<file path="config.mk">
export PLATFORM = sky130hd
export DESIGN_NAME = match_report_buffer
export DESIGN_NICKNAME = d
export VERILOG_FILES = /design/src/rtl/mrb_pkg.sv /design/src/rtl/mrb_offset_ctr.sv /design/src/rtl/mrb_event_store.sv /design/src/rtl/mrb_flush_ser.sv /design/src/rtl/match_report_buffer.sv
export SDC_FILE = /design/constraint.sdc
export NUM_CORES = 1
export LEC_CHECK = 0
export ABC_AREA = 1
export BUFFER_PORTS_ARGS = -buffer_cell sky130_fd_sc_hd__buf_4
export CELL_PAD_IN_SITES_DETAIL_PLACEMENT = 0
export CELL_PAD_IN_SITES_GLOBAL_PLACEMENT = 1
export CORE_ASPECT_RATIO = 1.25
export CORE_UTILIZATION = 51
export DETAILED_ROUTE_END_ITERATION = 10
export PLACE_DENSITY_LB_ADDON = 0.1
export RECOVER_POWER = 25
export SLEW_MARGIN = 15
export SYNTH_ARGS = -nofsm -noshare
export SYNTH_HDL_FRONTEND = slang
export SYNTH_SLANG_ARGS = --single-unit
</file>
<file path="constraint.sdc">
create_clock -name clk -period 3.9 [get_ports clk]
set_input_delay 0.585 -clock clk [delete_from_list [all_inputs] [get_ports clk]]
set_output_delay 0.585 -clock clk [all_outputs]
set_load 0.02 [all_outputs]
</file>
<file path="src/rtl/mrb_pkg.sv">
package mrb_pkg;

  typedef enum logic {
    ST_COLLECT = 1'b0,
    ST_FLUSH   = 1'b1
  } mrb_state_e;

  function automatic int unsigned ceil_div(int unsigned a, int unsigned b);
    return (a + b - 1) / b;
  endfunction

  // index width that stays at least one bit
  function automatic int unsigned idx_width(int unsigned n);
    return (n <= 1) ? 1 : $clog2(n);
  endfunction

endpackage

</file>
<file path="src/rtl/mrb_offset_ctr.sv">
module mrb_offset_ctr #(
  parameter int unsigned WIN_LEN = 1000,
  parameter int unsigned OFF_W   = 10
) (
  input  logic             clk,
  input  logic             rst_n,
  input  logic             step,
  output logic [OFF_W-1:0] offset,
  output logic             wrap
);

  logic [OFF_W-1:0] offset_d;

  assign wrap = step && (offset == OFF_W'(WIN_LEN - 1));

  always_comb begin
    offset_d = offset;
    if (step) offset_d = wrap ? '0 : offset + 1'b1;
  end

  always_ff @(posedge clk or negedge rst_n) begin
    if (!rst_n) offset <= '0;
    else        offset <= offset_d;
  end

  // offset never leaves the window
  a_r4_offset_range: assert property (@(posedge clk) disable iff (!rst_n)
    offset <= OFF_W'(WIN_LEN - 1));

  // no step, no movement
  a_r11_hold_offset: assert property (@(posedge clk) disable iff (!rst_n)
    !step |=> $stable(offset));

endmodule

</file>
<file path="src/rtl/mrb_event_store.sv">
module mrb_event_store #(
  parameter int unsigned EV_W  = 16,
  parameter int unsigned DEPTH = 8,
  parameter int unsigned CNT_W = 4,
  parameter int unsigned IDX_W = 3
) (
  input  logic             clk,
  input  logic             rst_n,
  input  logic             push,
  input  logic [EV_W-1:0]  push_data,
  input  logic             clear,
  input  logic [IDX_W-1:0] rd_idx,
  output logic [EV_W-1:0]  rd_data,
  output logic [CNT_W-1:0] count,
  output logic             overflow
);

  logic [EV_W-1:0]  mem [DEPTH];
  logic [CNT_W-1:0] count_d;
  logic             overflow_d;
  logic             full;
  logic             wr_en;

  assign full    = (count == CNT_W'(DEPTH));
  assign wr_en   = push && !full;
  assign rd_data = mem[rd_idx];

  always_comb begin
    count_d    = count;
    overflow_d = overflow;
    if (clear) begin
      count_d    = '0;
      overflow_d = 1'b0;
    end else if (push) begin
      if (full) overflow_d = 1'b1;
      else      count_d    = count + 1'b1;
    end
  end

  always_ff @(posedge clk or negedge rst_n) begin
    if (!rst_n) begin
      count    <= '0;
      overflow <= 1'b0;
    end else begin
      count    <= count_d;
      overflow <= overflow_d;
    end
  end

  // storage has no reset; a slot is read only after it is written
  always_ff @(posedge clk) begin
    if (wr_en) mem[count[IDX_W-1:0]] <= push_data;
  end

  // never more events than slots
  a_r3_count_bound: assert property (@(posedge clk) disable iff (!rst_n)
    count <= CNT_W'(DEPTH));

  // the flag only rises after a push met a full store
  a_r9_no_overflow: assert property (@(posedge clk) disable iff (!rst_n)
    $rose(overflow) |-> ($past(count) == CNT_W'(DEPTH)) && $past(push));

endmodule

</file>
<file path="src/rtl/mrb_flush_ser.sv">
module mrb_flush_ser
  import mrb_pkg::*;
#(
  parameter int unsigned EV_W  = 16,
  parameter int unsigned OUT_W = 4,
  parameter int unsigned BEATS = 4,
  parameter int unsigned CNT_W = 4,
  parameter int unsigned IDX_W = 3,
  parameter int unsigned BT_W  = 2
) (
  input  logic             clk,
  input  logic             rst_n,
  input  logic             start,
  input  logic [CNT_W-1:0] count,
  input  logic [EV_W-1:0]  rd_data,
  output logic [IDX_W-1:0] rd_idx,
  output logic             out_valid,
  input  logic             out_ready,
  output logic [OUT_W-1:0] out_data,
  output logic             out_last,
  output logic             busy,
  output logic             done
);

  localparam int unsigned PAD_W = BEATS * OUT_W;

  mrb_state_e       st, st_d;
  logic [IDX_W-1:0] rd_d;
  logic [BT_W-1:0]  beat, beat_d;
  logic [PAD_W-1:0] padded;
  logic [OUT_W-1:0] slices [BEATS];
  logic             fire;
  logic             last_evt;

  assign padded = PAD_W'(rd_data);

  for (genvar g = 0; g < BEATS; g++) begin : g_slice
    assign slices[g] = padded[g*OUT_W +: OUT_W];
  end

  assign busy      = (st == ST_FLUSH);
  assign out_valid = busy;
  assign out_data  = slices[beat];
  assign out_last  = busy && (beat == BT_W'(BEATS - 1));
  assign fire      = out_valid && out_ready;
  assign last_evt  = ((CNT_W'(rd_idx) + CNT_W'(1)) == count);
  assign done      = fire && out_last && last_evt;

  always_comb begin
    st_d   = st;
    rd_d   = rd_idx;
    beat_d = beat;
    unique case (st)
      ST_COLLECT: begin
        if (start) begin
          st_d   = ST_FLUSH;
          rd_d   = '0;
          beat_d = '0;
        end
      end
      ST_FLUSH: begin
        if (fire) begin
          if (out_last) begin
            beat_d = '0;
            if (last_evt) begin
              st_d = ST_COLLECT;
              rd_d = '0;
            end else begin
              rd_d = rd_idx + 1'b1;
            end
          end else begin
            beat_d = beat + 1'b1;
          end
        end
      end
      default: st_d = ST_COLLECT;
    endcase
  end

  always_ff @(posedge clk or negedge rst_n) begin
    if (!rst_n) begin
      st     <= ST_COLLECT;
      rd_idx <= '0;
      beat   <= '0;
    end else begin
      st     <= st_d;
      rd_idx <= rd_d;
      beat   <= beat_d;
    end
  end

  // a stalled beat is held
  a_r8_hold_beat: assert property (@(posedge clk) disable iff (!rst_n)
    out_valid && !out_ready |=> out_valid && $stable(out_data) && $stable(out_last));

  // flush ends right after the final beat is taken
  a_r10_release: assert property (@(posedge clk) disable iff (!rst_n)
    done |=> !busy);

  // a flush request begins a flush
  a_r5_flush_starts: assert property (@(posedge clk) disable iff (!rst_n)
    start && !busy |=> busy);

endmodule

</file>
<file path="src/rtl/match_report_buffer.sv">
module match_report_buffer
  import mrb_pkg::*;
#(
  parameter int unsigned VEC_W   = 32,
  parameter int unsigned OUT_W   = 8,
  parameter int unsigned WIN_LEN = 1000,
  parameter int unsigned DEPTH   = 16
) (
  input  logic             clk,
  input  logic             rst_n,
  input  logic             in_valid,
  output logic             in_ready,
  input  logic [VEC_W-1:0] in_report,
  output logic             out_valid,
  input  logic             out_ready,
  output logic [OUT_W-1:0] out_data,
  output logic             out_last,
  output logic             overflow
);

  localparam int unsigned OFF_W = idx_width(WIN_LEN);
  localparam int unsigned EV_W  = VEC_W + OFF_W;
  localparam int unsigned BEATS = ceil_div(EV_W, OUT_W);
  localparam int unsigned CNT_W = $clog2(DEPTH + 1);
  localparam int unsigned IDX_W = idx_width(DEPTH);
  localparam int unsigned BT_W  = idx_width(BEATS);

  logic             accept;
  logic             hit;
  logic             wrap;
  logic             have_evt;
  logic             start;
  logic             busy;
  logic             done;
  logic [OFF_W-1:0] offset;
  logic [CNT_W-1:0] count;
  logic [IDX_W-1:0] rd_idx;
  logic [EV_W-1:0]  rd_data;

  assign in_ready = !busy;
  assign accept   = in_valid && in_ready;
  assign hit      = accept && (|in_report);
  assign have_evt = (count != '0) || hit;
  assign start    = wrap && have_evt;

  mrb_offset_ctr #(.WIN_LEN(WIN_LEN), .OFF_W(OFF_W)) u_offset (
    .clk    (clk),
    .rst_n  (rst_n),
    .step   (accept),
    .offset (offset),
    .wrap   (wrap)
  );

  mrb_event_store #(.EV_W(EV_W), .DEPTH(DEPTH), .CNT_W(CNT_W), .IDX_W(IDX_W)) u_store (
    .clk       (clk),
    .rst_n     (rst_n),
    .push      (hit),
    .push_data ({offset, in_report}),
    .clear     (done),
    .rd_idx    (rd_idx),
    .rd_data   (rd_data),
    .count     (count),
    .overflow  (overflow)
  );

  mrb_flush_ser #(
    .EV_W(EV_W), .OUT_W(OUT_W), .BEATS(BEATS),
    .CNT_W(CNT_W), .IDX_W(IDX_W), .BT_W(BT_W)
  ) u_flush (
    .clk       (clk),
    .rst_n     (rst_n),
    .start     (start),
    .count     (count),
    .rd_data   (rd_data),
    .rd_idx    (rd_idx),
    .out_valid (out_valid),
    .out_ready (out_ready),
    .out_data  (out_data),
    .out_last  (out_last),
    .busy      (busy),
    .done      (done)
  );

  // an empty window closes without a stall
  a_r2_no_stall: assert property (@(posedge clk) disable iff (!rst_n)
    wrap && !have_evt |=> in_ready && !out_valid);

  // a window with events closes into a flush
  a_r5_stall_on_flush: assert property (@(posedge clk) disable iff (!rst_n)
    wrap && have_evt |=> !in_ready && out_valid);

endmodule

</file>
==> results.json <==
{
  "wl_per_cell_um": 23.2,
  "grt_max_degree": 149,
  "pwr-share-comb_pct": 28.9,
  "holdCritPathClass": "in -> reg",
  "p_sw_uw": 7600,
  "ys_dominant_reg_cell": "edfxtp_1",
  "ys_seq_elements": 696,
  "max_freq_ghz": 0.259,
  "core_um2": 55000,
  "min_period_ps": 3860,
  "synth_top_area_share_pct": 70.9,
  "dieArea_um2": 56700,
  "cp.required_ps": 3310,
  "placed_cell_area_um2": 29900,
  "synthTopCellsByCount": "nand2_1, edfxtp_1, nand3_1",
  "setup_violations": 0,
  "area_delta_synth_final_pct": 12.8,
  "ir_drop_mv": 0.535,
  "seqPwrFrac_pct": 41.3,
  "nFillCells": 4574,
  "syn-instance-count": 2418,
  "p_leak_uw": 0.0114,
  "place_congestion": 0.770,
  "netlist_area_um2": 28400,
  "cpMostUsedCell": "nand3_1",
  "drtIter0Drc": 1529,
  "synth_top_family_by_area": "simple AND/OR/NAND/NOR gates",
  "synth-compound-area-share_pct": 4.06,
  "synthAdderAreaFrac_pct": 0.352,
  "synth.net_count": 2462,
  "grt_pass1_wl_um": 112000,
  "critPathSlowestCell": "dfrtp_1",
  "clkSlewWorstSetupHoldPaths_ps": 60,
  "post_synth_mux_area_share_pct": 0,
  "h-tree-depth": 3,
  "portBuffers": 47,
  "synth_edf_count": 672,
  "yosysWarningCount": 0,
  "clockPowerShare_pct": 29.7,
  "power_density_nw_per_um2": 683,
  "synth-xor-area-share_pct": 0.154,
  "slew_viol_final": 0,
  "clk_path_buf_depth": 3,
  "fin_crit_sh_pct": 99.0,
  "synth_cell_types": 40,
  "ant_nets": 0,
  "vias": 18600,
  "crit_type": "reg -> out",
  "fin_skew_ps": 13.4,
  "fin_area_um2": 32100,
  "firstDrtPassIters": 5,
  "cp_max_fo": 40,
  "maxCapViolCount": 0,
  "drive_gt1_share_pct": 8.49,
  "grt.overflow.total": 0,
  "clock_latency_ps": 600,
  "cts_made_buffers": 69,
  "synth_top_area_cell": "edfxtp_1",
  "initial_utilization_pct": 51.7,
  "num_rows": 96,
  "grt_pass1_vias": 17900,
  "drt_wl_total_um": 75600,
  "async_flop_share_pct": 3.45,
  "dieWidth_um": 213,
  "viasPerCell": 5.71,
  "yosysSeqAreaShare_pct": 73.1,
  "grt_use_total_pct": 27.2,
  "worst_pin_slew_ps": 1000,
  "die_y_um": 266,
  "cp-start-kind": "flip-flop",
  "antenna_found_initial": 1,
  "status": "completed",
  "cp.arrival_ps": 3280,
  "cts_root_buf": "clkbuf_16",
  "synthMostInstantiatedCell": "nand2_1",
  "relSlewSlack_pct": 32.9,
  "end_kind": "output pin",
  "crit_path_max_incr_delay_ps": 580,
  "cts_tree": "yes",
  "switching_share_pct": 34.7,
  "fin_util_pct": 58.3,
  "intPower_uw": 14300,
  "netlist_top_cells_area": "edfxtp_1, nand2_1, nand3_1, nor2_1, dfrtp_1",
  "worstPathCellList": "clkinv_2 -> buf_4 -> nand3_1 -> nand3_1 -> nand3_1 -> nand3_1 -> nand3_1 -> nand2_1 -> buf_4",
  "hold_violations": 0,
  "rsz0062_at_grt": "no",
  "synthSimpleGateAreaFrac_pct": 19.4,
  "clock_sinks": 696,
  "boundaryPins": 48,
  "nets": 2511,
  "drc_errors": 0,
  "hpwl_um": 41000,
  "synth_area_per_cell_um2": 11.8,
  "setup-tns-final_ps": 0
}
-- path summary, 6_finish.rpt --
path                       cells past startpoint                              to  slack (ps)                     startpoint
hold / removal                                 4  u_offset.offset[1]$_DFFE_PN0P_         290                       in_valid
setup reg to reg                               8    u_store.mem[8][27]$_DFFE_PP_         690         u_flush.busy$_DFF_PN0_
setup / recovery                               9                     out_data[6]          40  u_flush.rd_idx[2]$_DFFE_PN0P_
max in group asynchronous                      2   u_flush.rd_idx[0]$_DFFE_PN0P_        3190                          rst_n
min in group asynchronous                      2     u_flush.beat[1]$_DFFE_PN0P_         430                          rst_n
hold reg to reg                                1    u_store.overflow$_DFFE_PN0P_         500   u_store.overflow$_DFFE_PN0P_
-- worst max-delay path: cells and delay by family, from the launching register on --
kind	cells	cell delay (ps)
buffers and inverters	3	880
flip-flops	1	580
AND/OR/NAND/NOR	6	1170
-- kinds of logic after synthesis --
family	Yosys count
AOI/OAI and AO/OA	209
adders and majority gates	8
buffers and inverters	169
and+or+nand+nor	1331
xor gates and xnor gates	5
DFF	696
-- cell usage in the layout (no fill, tap or decap), types with 24 or more instances in the layout --
master     netlist  layout
clkbuf_1        19      48
a21oi_1         70      70
inv_1           24      24
buf_12           0      25
nor2_1         161     145
o21ai_0         75      75
buf_4           28      61
nand2_1        798     798
nand3_1        344     344
edfxtp_1       672     672
clkbuf_16        0      73
-- metrics by stage --
stage / power, uW / hold slack, ps / instances / setup WS (ps)
floorplan: 13100 / 289 / 2418 / 347
global placement: 15500 / 485 / 3130 / 363
detailed placement: 15500 / 494 / 3130 / 276
CTS: 22000 / 174 / 3255 / 34.0
global route: 22900 / 282 / 3256 / 5.50
finish: 21900 / 291 / 3256 / 38.8
-- per-layer routing --
| metal | GRT usage [%] | routed length, um |
|---|---|---|
| met5 | 0 | 0 |
| met4 | 9.03 | 1960 |
| met3 | 4.01 | 5200 |
| met2 | 44.5 | 36900 |
| met1 | 37.3 | 31600 |
-- timing repair --
item	CTS	global route
buffers inserted	0	0
hold endpoints to repair	24	0
setup endpoints to repair	0	6
resized for setup	0	2
hold buffers	1	0
-- registers in the layout (all words and copies together) (netlist names) --
signal and count:
u_store.mem 672, u_offset.offset 10, u_store.count 5, u_flush.rd_idx 4, u_flush.beat 3, u_flush.busy 1
u_store.overflow 1
-- power groups by stage --
stage	Combinational [uW]	Sequential [uW]	Clock [uW]
after detailed placement	6350	9200	0
after CTS	6370	9040	6620
after floorplan	4110	9020	0
after global routing	6920	9090	6890
final	6340	9050	6520
after global placement	6310	9180	0
-- layout make-up --
| type | instances | area [um2] | share of cell area [%] |
|---|---|---|---|
| Multi-Input combinational cell | 1553 | 6930 | 21.6 |
| Inverter | 33 | 135 | 0.421 |
| Clock buffer | 96 | 1910 | 5.96 |
| Sequential cell | 696 | 20800 | 64.8 |
| Clock inverter | 28 | 280 | 0.874 |
| Antenna cell | 1 | 2.50 | 0.00780 |
| Tap cell | 735 | 920 | 2.87 |
| Timing Repair Buffer | 114 | 1100 | 3.43 |
Note: power is estimated with default switching activity, not from simulation.
